[src/rtl/dclk_pkg.sv]
package dclk_pkg;

  localparam int unsigned RATIO_W     = 8;
  localparam int unsigned FIELD_W     = 11;
  localparam logic [31:0] BYPASS_KHZ  = 32'd19200;
  localparam logic [31:0] TOGGLE_KHZ  = 32'd624000;
  localparam logic [31:0] PRECHG_KHZ  = 32'd500000;
  localparam logic [7:0]  MBOX_OP     = 8'h17;
  localparam logic [31:0] NOTIFY_WORD = 32'h8000_0000;

  typedef enum logic [1:0] {DIV_1 = 2'd0, DIV_1P5 = 2'd1, DIV_2 = 2'd2, DIV_4 = 2'd3} div_code_e;
  typedef enum logic [1:0] {ERR_RATE = 2'd0, ERR_MBOX = 2'd1, ERR_TIMEOUT = 2'd2} err_cause_e;
  typedef enum logic [2:0] {
    S_IDLE, S_NOTIFY, S_OFF_WAIT, S_ON_START, S_ON_WAIT, S_WRITE, S_FINAL
  } seq_state_e;

  typedef struct packed {
    logic               ok;
    logic               bypass;
    logic [RATIO_W-1:0] ratio;
    div_code_e          div;
  } rate_cfg_t;

  function automatic rate_cfg_t mk_cfg(input logic ok, input logic byp,
                                       input logic [RATIO_W-1:0] r, input div_code_e d);
    rate_cfg_t c;
    c.ok = ok; c.bypass = byp; c.ratio = r; c.div = d;
    return c;
  endfunction

  function automatic rate_cfg_t rate_lookup(input logic [31:0] khz);
    case (khz)
      32'd19200:  return mk_cfg(1'b1, 1'b1, 8'd0,  DIV_1);
      32'd144000: return mk_cfg(1'b1, 1'b0, 8'd60, DIV_4);
      32'd288000: return mk_cfg(1'b1, 1'b0, 8'd60, DIV_2);
      32'd384000: return mk_cfg(1'b1, 1'b0, 8'd60, DIV_1P5);
      32'd576000: return mk_cfg(1'b1, 1'b0, 8'd60, DIV_1);
      32'd624000: return mk_cfg(1'b1, 1'b0, 8'd65, DIV_1);
      default:    return mk_cfg(1'b0, 1'b0, 8'd0,  DIV_1);
    endcase
  endfunction

  function automatic logic [FIELD_W-1:0] khz_to_field(input logic [31:0] khz);
    logic [31:0] t;
    t = (khz - 32'd1000) / 32'd500;
    return t[FIELD_W-1:0];
  endfunction

  function automatic logic [31:0] field_to_khz(input logic [FIELD_W-1:0] f);
    return {{(32-FIELD_W){1'b0}}, f} * 32'd500 + 32'd1000;
  endfunction

  function automatic logic [31:0] khz_to_mbox(input logic [31:0] khz);
    return (khz + 32'd24999) / 32'd25000;
  endfunction

  function automatic logic [31:0] ctl_assemble(input logic [31:0] prev, input div_code_e d,
                                               input logic [31:0] khz);
    logic [31:0] w;
    w = prev;
    w[23:22] = d;
    w[16] = (khz >= PRECHG_KHZ);
    w[FIELD_W-1:0] = khz_to_field(khz);
    return w;
  endfunction

endpackage

[src/rtl/dclk_rate_map.sv]
module dclk_rate_map
  import dclk_pkg::*;
(
  input  logic [31:0] khz,
  output rate_cfg_t   cfg
);
  assign cfg = rate_lookup(khz);
endmodule

[src/rtl/dclk_us_timer.sv]
module dclk_us_timer #(
  parameter int unsigned LIMIT_US = 1000
) (
  input  logic clk,
  input  logic rst_n,
  input  logic run,
  input  logic tick,
  output logic expired
);
  localparam int unsigned CW = $clog2(LIMIT_US + 1);
  localparam logic [CW-1:0] LIM = CW'(LIMIT_US);

  logic [CW-1:0] cnt;

  always_ff @(posedge clk) begin
    if (!rst_n || !run) cnt <= '0;
    else if (tick && cnt != LIM) cnt <= cnt + 1'b1;
  end

  assign expired = (cnt == LIM);
endmodule

[src/rtl/dclk_rate_seq.sv]
module dclk_rate_seq
  import dclk_pkg::*;
#(
  parameter int unsigned LOCK_LIMIT_US = 1000
) (
  input  logic        clk,
  input  logic        rst_n,
  input  logic        req_valid,
  input  logic [31:0] req_khz,
  output logic        busy,
  output logic        mbox_req,
  output logic [7:0]  mbox_cmd,
  output logic [31:0] mbox_data,
  input  logic        mbox_ack,
  input  logic        mbox_err,
  input  logic        us_tick,
  output logic        pll_en,
  output logic [7:0]  pll_ratio,
  input  logic        pll_lock,
  output logic [31:0] ctl_word,
  output logic [31:0] cur_khz,
  output logic        done,
  output logic        err,
  output logic [1:0]  err_cause
);

  seq_state_e  state;
  rate_cfg_t   req_cfg;
  rate_cfg_t   tgt_cfg;
  logic [31:0] tgt_khz;
  logic [31:0] ctl_khz;
  logic        need_toggle;
  logic        wait_run;
  logic        wait_expired;
  logic        mbox_ok;
  logic        mbox_bad;

  dclk_rate_map u_map (.khz(req_khz), .cfg(req_cfg));

  dclk_us_timer #(.LIMIT_US(LOCK_LIMIT_US)) u_timer (
    .clk(clk), .rst_n(rst_n), .run(wait_run), .tick(us_tick), .expired(wait_expired)
  );

  // rate currently programmed in the control word, decoded from its field
  assign ctl_khz     = field_to_khz(ctl_word[FIELD_W-1:0]);
  assign need_toggle = tgt_cfg.bypass || (tgt_khz == TOGGLE_KHZ) || (ctl_khz == TOGGLE_KHZ);
  assign wait_run    = (state == S_OFF_WAIT) || (state == S_ON_WAIT);
  assign mbox_ok     = mbox_req && mbox_ack && !mbox_err;
  assign mbox_bad    = mbox_req && mbox_ack && mbox_err;
  assign busy        = (state != S_IDLE);
  assign mbox_cmd    = MBOX_OP;

  always_ff @(posedge clk) begin
    if (!rst_n) begin
      state     <= S_IDLE;
      tgt_cfg   <= '0;
      tgt_khz   <= '0;
      mbox_req  <= 1'b0;
      mbox_data <= '0;
      pll_en    <= 1'b0;
      pll_ratio <= '0;
      ctl_word  <= '0;
      cur_khz   <= BYPASS_KHZ;
      done      <= 1'b0;
      err       <= 1'b0;
      err_cause <= ERR_RATE;
    end else begin
      done <= 1'b0;
      err  <= 1'b0;
      case (state)
        S_IDLE: begin
          if (req_valid) begin
            if (req_cfg.ok) begin
              tgt_cfg   <= req_cfg;
              tgt_khz   <= req_khz;
              mbox_req  <= 1'b1;
              mbox_data <= NOTIFY_WORD;
              state     <= S_NOTIFY;
            end else begin
              err       <= 1'b1;
              err_cause <= ERR_RATE;
            end
          end
        end
        S_NOTIFY: begin
          if (mbox_ack) begin
            mbox_req <= 1'b0;
            if (mbox_bad) begin
              err       <= 1'b1;
              err_cause <= ERR_MBOX;
              state     <= S_IDLE;
            end else if (need_toggle) begin
              pll_en <= 1'b0;
              state  <= S_OFF_WAIT;
            end else begin
              state <= S_ON_START;
            end
          end
        end
        S_OFF_WAIT: begin
          if (!pll_lock) begin
            if (tgt_cfg.bypass) begin
              mbox_req  <= 1'b1;
              mbox_data <= khz_to_mbox(tgt_khz);
              state     <= S_FINAL;
            end else begin
              state <= S_ON_START;
            end
          end else if (wait_expired) begin
            err       <= 1'b1;
            err_cause <= ERR_TIMEOUT;
            state     <= S_IDLE;
          end
        end
        S_ON_START: begin
          pll_ratio <= tgt_cfg.ratio;
          pll_en    <= 1'b1;
          state     <= S_ON_WAIT;
        end
        S_ON_WAIT: begin
          if (pll_lock) begin
            state <= S_WRITE;
          end else if (wait_expired) begin
            err       <= 1'b1;
            err_cause <= ERR_TIMEOUT;
            state     <= S_IDLE;
          end
        end
        S_WRITE: begin
          ctl_word  <= ctl_assemble(ctl_word, tgt_cfg.div, tgt_khz);
          mbox_req  <= 1'b1;
          mbox_data <= khz_to_mbox(tgt_khz);
          state     <= S_FINAL;
        end
        S_FINAL: begin
          if (mbox_ack) begin
            mbox_req <= 1'b0;
            state    <= S_IDLE;
            if (mbox_ok) begin
              done    <= 1'b1;
              cur_khz <= tgt_khz;
            end else begin
              err       <= 1'b1;
              err_cause <= ERR_MBOX;
            end
          end
        end
        default: state <= S_IDLE;
      endcase
    end
  end

endmodule

[config.mk]
export PLATFORM = sky130hd
export DESIGN_NAME = dclk_rate_seq
export DESIGN_NICKNAME = d
export VERILOG_FILES = /design/src/rtl/dclk_pkg.sv /design/src/rtl/dclk_rate_map.sv /design/src/rtl/dclk_us_timer.sv /design/src/rtl/dclk_rate_seq.sv
export SDC_FILE = /design/constraint.sdc
export NUM_CORES = 1
export LEC_CHECK = 0
export ABC_AREA = 1
export BUFFER_PORTS_ARGS = -buffer_cell sky130_fd_sc_hd__buf_2
export CORE_ASPECT_RATIO = 2
export CORE_MARGIN = 4
export CORE_UTILIZATION = 58
export CTS_CLUSTER_SIZE = 40
export DETAILED_ROUTE_END_ITERATION = 10
export PLACE_DENSITY = 0.89
export SLEW_MARGIN = 20
export SYNTH_ARGS = -nofsm -noshare
export SYNTH_HDL_FRONTEND = slang
export SYNTH_SLANG_ARGS = --single-unit
[constraint.sdc]
create_clock -name clk -period 14.65 [get_ports clk]
set_input_delay 1.465 -clock clk [delete_from_list [all_inputs] [get_ports clk]]
set_output_delay 1.465 -clock clk [all_outputs]
set_load 0.005 [all_outputs]
==> qor.yml, run 1 <==
yosysTopAreaCell: "nand2_1"
status: "did not finish"
synth_seq_cells: 123
h-tree-depth: 4
grt_usage: 0.852
cts_sinks: 123
grt_max_degree: 60
async_flop_share: 0
rows: 102
grt-worst-endpoint: "mbox_data[0]$_SDFFE_PN0P_/D"
grt-ovfl-total: 870
worst-endpoint-pin-kind: "register input"
cts_buffers: 17
syn_inst: 3784
io_buffers: 116
start_util: 0.590
ios: 158
synthFlopType: "dfxtp_1"
yosys.area.top_type_share: 0.159
yosysUniqueCellTypes: 78
pre_cts_slack_ns: -1.51
synth-edff-count: 0
clockBufferDepth: 2
stop_error: "[ERROR GRT-0232] Routing congestion too high. Check the congestion heatmap in the GUI."
haltStage: "5_1_grt"
dpl.hpwl_mm: 66.4
synth_area_sq_um: 23000
die_h_microns: 289
ys.warnings.count: 0
yosys-top-cells-area: "nand2_1, dfxtp_1, nand3_1, inv_1, nand2_4"
syn_avg_cell_area_sq_um: 6.07
cts_hold_buf: 0
ys_seq_area_frac: 0.107
gp_congestion: 1.09
fp.dieW_microns: 149
cts_root_buf: "clkbuf_16"
==> synth_stat cells, drive strengths merged (4+ instances only) <==
| cell | number |
|---|---|
| a21o | 5 |
| nor2 | 360 |
| o21bai | 19 |
| nand3 | 452 |
| a31oi | 6 |
| inv | 562 |
| buf | 75 |
| fa | 34 |
| o21a | 5 |
| nand4 | 55 |
| nor4 | 13 |
| xor2 | 123 |
| clkbuf | 25 |
| dfxtp | 123 |
| a211oi | 5 |
| xnor2 | 8 |
| o21ai | 202 |
| clkinv | 20 |
| nand2 | 1347 |
| nor3 | 49 |
| and2 | 9 |
| bufinv | 5 |
| ha | 49 |
| o211ai | 24 |
| nand3b | 29 |
| a21boi | 6 |
| a21oi | 150 |
| or2 | 4 |
==> stage by stage <==
step	utilization	area, sq um	hold WS [ns]	setup TNS [ns]	instances
after floorplan	-	23100	0.430	0	3823
after global placement	0.746	29100	0.448	-3.05	5079
after detailed placement	0.746	29100	0.458	-4.97	5079
after CTS	0.800	31100	0.467	-0.107	5176
==> metal layers <==
metal,GRT usage,GRT overflow
met5,0.505,7
met4,0.917,283
met3,0.740,23
met2,1.00,525
met1,0.794,32
==> kinds of logic after synthesis <==
group                      count (synthesis)  share of synthesized area
and+or+nand+nor                         2324                      0.532
buffers and inverters                    688                      0.137
AOI/OAI and AO/OA                        432                      0.111
xor gates and xnor gates                 132                     0.0558
DFF                                      123                      0.107
adders and majority gates                 83                     0.0563
other                                      2                   0.000327
==> timing repair <==
item	in CTS
setup endpoints to repair	6
gates resized for setup	244
buffers inserted	57
gates cloned	9
pin swaps	117
==> run 2, diff against run 1 <==
--- a/config.mk
+++ b/config.mk
@@ -7,12 +7,10 @@
 export LEC_CHECK = 0
 export ABC_AREA = 1
 export BUFFER_PORTS_ARGS = -buffer_cell sky130_fd_sc_hd__buf_2
-export CORE_ASPECT_RATIO = 2
 export CORE_MARGIN = 4
-export CORE_UTILIZATION = 58
-export CTS_CLUSTER_SIZE = 40
+export CORE_UTILIZATION = 40
 export DETAILED_ROUTE_END_ITERATION = 10
-export PLACE_DENSITY = 0.89
+export PLACE_DENSITY_LB_ADDON = 0.15
 export SLEW_MARGIN = 20
 export SYNTH_ARGS = -nofsm -noshare
 export SYNTH_HDL_FRONTEND = slang
==> constraint.sdc (replaced) <==
create_clock -name clk -period 19.05 [get_ports clk]
set_input_delay 1.905 -clock clk [delete_from_list [all_inputs] [get_ports clk]]
set_output_delay 1.905 -clock clk [all_outputs]
set_load 0.005 [all_outputs]
==> run 2 against run 1 <==
The flow now finishes without violations; synthesized area unchanged; synthesized cell count unchanged.
==> qor.yml, run 2 <==
yosysMostFrequentCell: "nand2_1"  # unchanged
cts_root_buf: "clkbuf_16"  # unchanged
fin_ws_ns: 1.91
fin_nets: 3984
tritoncts: "done"
rsz0062_at_grt: "false"
die_h_microns: 248  # was 289 microns
yosys-top-cells-area: "nand2_1, dfxtp_1, nand3_1, inv_1, nand2_4"  # unchanged
n_antenna_cell: 0
hold_violations: 0
drc: 0
yosys.area.top_type_share: 0.159  # unchanged
fin_setup_tns_ns: 0
hold_path_class: "register to register"
rows: 87  # was 102
coreArea_sq_um: 56600
setup_viol: 0
max_clock_freq_ghz: 0.0583
vias_per_cell: 4.94
detailed_place.area_sq_um: 23900  # was 29100 sq um
ir_worst_vdd_mv: 0.0694
crit_slowest_cell: "dfxtp_1"
synthFlopType: "dfxtp_1"  # unchanged
holdPathEnd: "mbox_data[17]"
cts_setup_buffers: 0  # was 57
status: "complete, no violations"  # was did not finish
yosysTopAreaCell: "nand2_1"  # unchanged
clkLatencyLatePin_ns: 0.47
cts_hold_buf: 0  # unchanged
drive_gt1_frac: 0.204
crit_top_cell: "nand2_1"
clockBufferDepth: 2  # unchanged
reg2regPathDepth: 126
period_needed_ns: 17.14
tightest_slew_ns: 1.02
ios: 158  # unchanged
instances_no_fill: 4631
reg.largest.list: "cur_khz x32, tgt_khz x32, mbox_data x19"
fin_skew_ns: 0.0160
grt_pass1_wl_mm: 105
layout_common_cells: "nand2_1, inv_1, nand3_1"
cts.clk_slew.worst_paths_ns: 0.06
wl_per_cell_microns: 13.6
h-tree-depth: 4  # unchanged
startpoint_type: "register"
cp-end-kind: "register"
grt_pass1_vias: 21200
rr_startpoint: "tgt_khz[15]"
period_share: 0.900
fin_area_sq_um: 24400
ant_nets: 0
dpl.cell_count: 4599  # was 5079
antenna_found_initial: 1
hold_depth: 2
dpl.hpwl_mm: 51.6  # was 66.4 mm
io_buffers: 116  # unchanged
synth-edff-count: 0  # unchanged
r2r_setup_slack_ns: 1.91
power_leakage_nw: 14.1
crit_required_ns: 19.38
cts_buffers: 17  # unchanged
layout_commonest_cell: "nand2_1"
first_pass_iters: 6
cap_violations: 0
drtIter0Drc: 1367
pwr_density_cell_nw_per_um2: 32.5
slowest_delay_ns: 0.63
grt_usage: 0.206
ys_top_cells_by_count: "nand2_1, inv_1, nand3_1, nor2_1, nand2_2"  # unchanged
wirelength_mm: 62.8
grt-ovfl-total: 0
fp.dieW_microns: 248  # was 149 microns
ys.warnings.count: 0  # unchanged
vias: 22900
worstPathArrival_ns: 17.48
area_growth_pct: 6.36
syn_inst: 3784  # unchanged
slew_violations: 0
postCtsResizedCells: 0  # was 244
ys_seq_area_frac: 0.107  # unchanged
yosysUniqueCellTypes: 78  # unchanged
async_flop_share: 0  # unchanged
cts_sinks: 123  # unchanged
critPathKind: "register to register"
relSlewSlack: 0.317
synth_seq_cells: 123  # unchanged
syn_avg_cell_area_sq_um: 6.07  # unchanged
grt_max_degree: 60
r2r-end: "mbox_data[0]"
pre_cts_slack_ns: 1.94  # was -1.51 ns
start_util: 0.406  # was 0.590
die_area_sq_um: 61300
gp_congestion: 0.928  # was 1.09
crit_fanout: 18
hp-start: "mbox_data[17]"
synth_area_sq_um: 23000  # unchanged
-- run 2: cell type report --
class / instances / area, sq um
fill: 6249 / 32200
multi-input combinational: 3012 / 17500
timing repair buffer: 120 / 611
inverter: 588 / 2350
clock buffer: 19 / 433
sequential: 123 / 2460
clock inverter: 13 / 118
tap: 756 / 946
-- run 2: cell families (layout without fill, tap and decap cells) --
family / Yosys count / in the layout / synth area share
AOI/OAI and AO/OA: 432 / 432 / 0.111
adders and majority gates: 83 / 83 / 0.0563
and+or+nand+nor: 2324 / 2324 / 0.532
DFF: 123 / 123 / 0.107
xor gates and xnor gates: 132 / 132 / 0.0558
buffers and inverters: 688 / 740 / 0.137
other: 2 / 41 / 0.000327
-- run 2: worst max path at each step --
stage                            from      endpoint
after global placement    tgt_khz[15]  mbox_data[0]
after detailed placement  tgt_khz[21]  mbox_data[0]
final                     tgt_khz[15]  mbox_data[0]
after floorplan            tgt_khz[0]  mbox_data[0]
after CTS                 tgt_khz[21]  mbox_data[0]
after global routing      tgt_khz[15]  mbox_data[0]
-- run 2: power by group --
group          switching [W]  internal [W]  leakage (nW)
combinational       0.000126     0.0000654          12.8
sequential         0.0000139      0.000267         0.992
clock               0.000144      0.000179         0.256
-- run 2: worst max-delay path, delay by kind of cell, from the launching register on --
family	cells	cell delay (ns)
flops	1	0.63
compound gates	8	1.74
simple gates	110	13.82
xor+xnor	1	0.21
buf+inv	7	0.51
-- run 2: metrics by stage --
| step | hold WS (ns) | total power [W] | util |
|---|---|---|---|
| 3_3_place_gp | 0.451 | 0.000482 | 0.422 |
| 4_1_cts | 0.463 | 0.000809 | 0.432 |
| 6_report | 0.458 | 0.000795 | 0.432 |
| 3_5_place_dp | 0.454 | 0.000479 | 0.422 |
| 5_1_grt | 0.476 | 0.000847 | 0.432 |
| 2_1_floorplan | 0.430 | 0.000421 | - |
-- run 2: layer usage --
layer  vias to the layer above  GRT usage  part of all wire
met2                       481      0.327              0.43
met3                        41     0.0330             0.049
met4                         0     0.0367             0.011
li1                      12100          -                 -
met1                     10200      0.297              0.51
met5                         -          0                 0
Power figures use the tool's default switching activity.
==> run 3, diff against run 2 <==
--- a/config.mk
+++ b/config.mk
@@ -5,12 +5,13 @@
 export SDC_FILE = /design/constraint.sdc
 export NUM_CORES = 1
 export LEC_CHECK = 0
-export ABC_AREA = 1
 export BUFFER_PORTS_ARGS = -buffer_cell sky130_fd_sc_hd__buf_2
 export CORE_MARGIN = 4
 export CORE_UTILIZATION = 40
+export CTS_CLUSTER_SIZE = 12
 export DETAILED_ROUTE_END_ITERATION = 10
 export PLACE_DENSITY_LB_ADDON = 0.15
+export SKIP_LAST_GASP = 1
 export SLEW_MARGIN = 20
 export SYNTH_ARGS = -nofsm -noshare
 export SYNTH_HDL_FRONTEND = slang
==> run 3 against run 2 <==
Routed wire length increased by 36%; critical endpoint unchanged; total power decreased by 21%; final cell count decreased by 2.4%; highest routed layer is now met5; register-to-register slack got worse by 1.3 ns; clock skew increased by 0.0026 ns; sequential share of layout area decreased by 1.5 points; worst setup slack got worse by 1.3 ns.
==> qor.yml, run 3 <==
r2r-end: "mbox_data[0]"  # unchanged
h-tree-depth: 4  # unchanged
yosys.area.top_type_share: 0.0985  # was 0.159
holdPathEnd: "cur_khz[28]"  # was mbox_data[17]
area_growth_pct: 14.9  # was 6.36%
p_seq_frac: 0.412  # was 0.353
fin_nets: 3785  # was 3984
clkLatencyLatePin_ns: 0.45  # was 0.47 ns
pre_cts_slack_ns: -0.275  # was 1.94 ns
startpoint: "tgt_khz[1]"  # was tgt_khz[15]
ys.warnings.count: 0  # unchanged
dpl.hpwl_mm: 66.6  # was 51.6 mm
grt_pass1_vias: 25200  # was 21200
vias_per_cell: 6.17  # was 4.94
setup_viol: 0  # unchanged
rr_startpoint: "tgt_khz[1]"  # was tgt_khz[15]
status: "complete, no violations"  # unchanged
clockBufferDepth: 2  # unchanged
start_util: 0.404  # was 0.406
power_frac_comb: 0.026  # was 0.241
cts_buffers: 17  # unchanged
slew_violations: 0  # unchanged
reg2regPathDepth: 64  # was 126
max_clock_freq_ghz: 0.0543  # was 0.0583 GHz
ys_top_cells_by_count: "nand2_1, nor2_1, a21oi_1, xnor2_1, nor3_1"  # was nand2_1, inv_1, nand3_1, nor2_1, nand2_2
tritoncts: "done"  # unchanged
hp-start: "cur_khz[28]"  # was mbox_data[17]
detailed_place.area_sq_um: 27000  # was 23900 sq um
period_needed_ns: 18.41  # was 17.14 ns
internal_power_w: 0.000476  # was 0.000512 W
relSlewSlack: 0.283  # was 0.317
yosysTopAreaCell: "dfxtp_1"  # was nand2_1
synthFlopType: "dfxtp_1"  # unchanged
cp-end-kind: "register"  # unchanged
wirelength_mm: 85.5  # was 62.8 mm
startpoint_type: "register"  # unchanged
die_area_sq_um: 66600  # was 61300 sq um
worstPathArrival_ns: 18.77  # was 17.48 ns
crit_fanout: 15  # was 18
period_share: 0.966  # was 0.900
cap_violations: 0  # unchanged
async_flop_share: 0  # unchanged
vias: 27900  # was 22900
cts.clk_slew.worst_paths_ns: 0.07  # was 0.06 ns
yosysUniqueCellTypes: 157  # was 78
hold_path_class: "register to register"  # unchanged
rows: 91  # was 87
r2r_setup_slack_ns: 0.64  # was 1.91 ns
gp_congestion: 0.906  # was 0.928
critPathKind: "register to register"  # unchanged
cts_sinks: 123  # unchanged
syn_inst: 3479  # was 3784
crit_top_cell: "buf_4"  # was nand2_1
cts_root_buf: "clkbuf_16"  # unchanged
drc: 0  # unchanged
power_leakage_nw: 10.9  # was 14.1 nW
hold_violations: 0  # unchanged
pwr-share-clk: 0.562  # was 0.406
synth-edff-count: 0  # unchanged
drtIter0Drc: 2589  # was 1367
reg.largest.list: "cur_khz x32, tgt_khz x32, mbox_data x19"  # unchanged
drive_gt1_frac: 0.197  # was 0.204
syn_avg_cell_area_sq_um: 7.19  # was 6.07 sq um
yosys-top-cells-area: "dfxtp_1, xnor2_1, nand2_1, a21oi_1, nor2_1"  # was nand2_1, dfxtp_1, nand3_1, inv_1, nand2_4
ios: 158  # unchanged
power.switching_w: 0.000151  # was 0.000284 W
crit_required_ns: 19.41  # was 19.38 ns
synth_area_sq_um: 25000  # was 23000 sq um
ir_worst_vdd_mv: 0.0751  # was 0.0694 mV
antenna_found_initial: 9  # was 1
ys_seq_area_frac: 0.0985  # was 0.107
synth_seq_cells: 123  # unchanged
num-fill-cells: 6411  # was 6249
crit_slowest_cell: "or4_4"  # was dfxtp_1
fin_ws_ns: 0.643  # was 1.91 ns
io_buffers: 116  # unchanged
fin_area_sq_um: 28700  # was 24400 sq um
netSwitchingFraction: 0.241  # was 0.357
grt_usage: 0.239  # was 0.206
wl_per_cell_microns: 18.9  # was 13.6 microns
fin_skew_ns: 0.0185  # was 0.0160 ns
fin_setup_tns_ns: 0  # unchanged
pwr_density_cell_nw_per_um2: 21.8  # was 32.5 nW/um^2
yosysMostFrequentCell: "nand2_1"  # unchanged
grt-ovfl-total: 0  # unchanged
grt_pass1_wl_mm: 135  # was 105 mm
layout_commonest_cell: "nand2_1"  # unchanged
layout_common_cells: "nand2_1, nor2_1, a21oi_1"  # was nand2_1, inv_1, nand3_1
grt_max_degree: 60  # unchanged
slowest_delay_ns: 0.55  # was 0.63 ns
tightest_slew_ns: 1.07  # was 1.02 ns
fp.dieW_microns: 258  # was 248 microns
first_pass_iters: 6  # unchanged
die_h_microns: 258  # was 248 microns
hold_depth: 2  # unchanged
ant_nets: 0  # unchanged
coreArea_sq_um: 61800  # was 56600 sq um
[run 3: stage by stage]
| stage | hold WS [ns] | util | total power, W | std cells |
|---|---|---|---|---|
| floorplan | 0.432 | - | 0.000278 | 3518 |
| global placement | 0.442 | 0.437 | 0.000280 | 4456 |
| detailed placement | 0.445 | 0.437 | 0.000280 | 4456 |
| CTS | 0.453 | 0.447 | 0.000631 | 4488 |
| global route | 0.477 | 0.465 | 0.000645 | 4516 |
| finish | 0.450 | 0.465 | 0.000627 | 4518 |
[run 3: cells by family after synthesis]
kind of cell	after synthesis	synth area share
other cells	2	0.000300
simple gates	1393	0.281
mux	97	0.0440
buf+inv	305	0.0640
compound gates	1214	0.365
flops	123	0.0985
fa+ha+maj	103	0.0598
xor+xnor	242	0.0869
[run 3: power groups by stage]
stage / sequential (W) / combinational [W] / clock (W)
6_report: 0.000258 / 0.0000165 / 0.000352
4_1_cts: 0.000258 / 0.0000160 / 0.000356
2_1_floorplan: 0.000264 / 0.0000140 / 0
3_3_place_gp: 0.000264 / 0.0000159 / 0
3_5_place_dp: 0.000264 / 0.0000160 / 0
5_1_grt: 0.000258 / 0.0000180 / 0.000369
[run 3: how the worst max path moves through the flow]
| stage | endpoint | slack (ns) | cells after the start |
|---|---|---|---|
| after floorplan | ctl_word[0] | 1.73 | 66 |
| after global placement | mbox_data[0] | 0.005 | 63 |
| after detailed placement | mbox_data[0] | -0.27 | 65 |
| after CTS | mbox_data[0] | 0.01 | 66 |
| after global routing | mbox_data[0] | -0.12 | 63 |
| final | mbox_data[0] | 0.64 | 64 |
[run 3: routing by layer]
layer	part of all wire	vias up	track usage
met3	0.055	90	0.0307
met1	0.47	13400	0.344
met5	0.00048	-	0
met4	0.014	6	0.0419
met2	0.46	818	0.387
li1	-	13600	-
[run 3: area by class of cell]
cell class	instances	area [sq um]	area share
diodes	5	12.5	0.000436
clock buffers	19	453	0.0158
clock inverters	13	166	0.00579
inverters	100	377	0.0131
multi-input cells	3090	22000	0.765
flip-flops and latches	123	2460	0.0858
well taps	837	1050	0.0365
repair buffers	331	2220	0.0773
[run 3: what timing repair did]
| item | 4_1_cts | 5_1_grt |
|---|---|---|
| gates resized for setup | 6 | 165 |
| setup endpoints to repair | 1 | 6 |
| setup buffers | 0 | 25 |
| hold buffers | 0 | 0 |
| pin swaps | 0 | 23 |
[run 3: critical path: cells and delay by family (launching register included)]
kind / cells / cell delay (ns)
flops: 1 / 0.34
fa+ha+maj: 1 / 0.14
simple gates: 15 / 4.82
buf+inv: 5 / 0.89
xor+xnor: 1 / 0.21
mux: 4 / 1.32
compound gates: 38 / 10.58
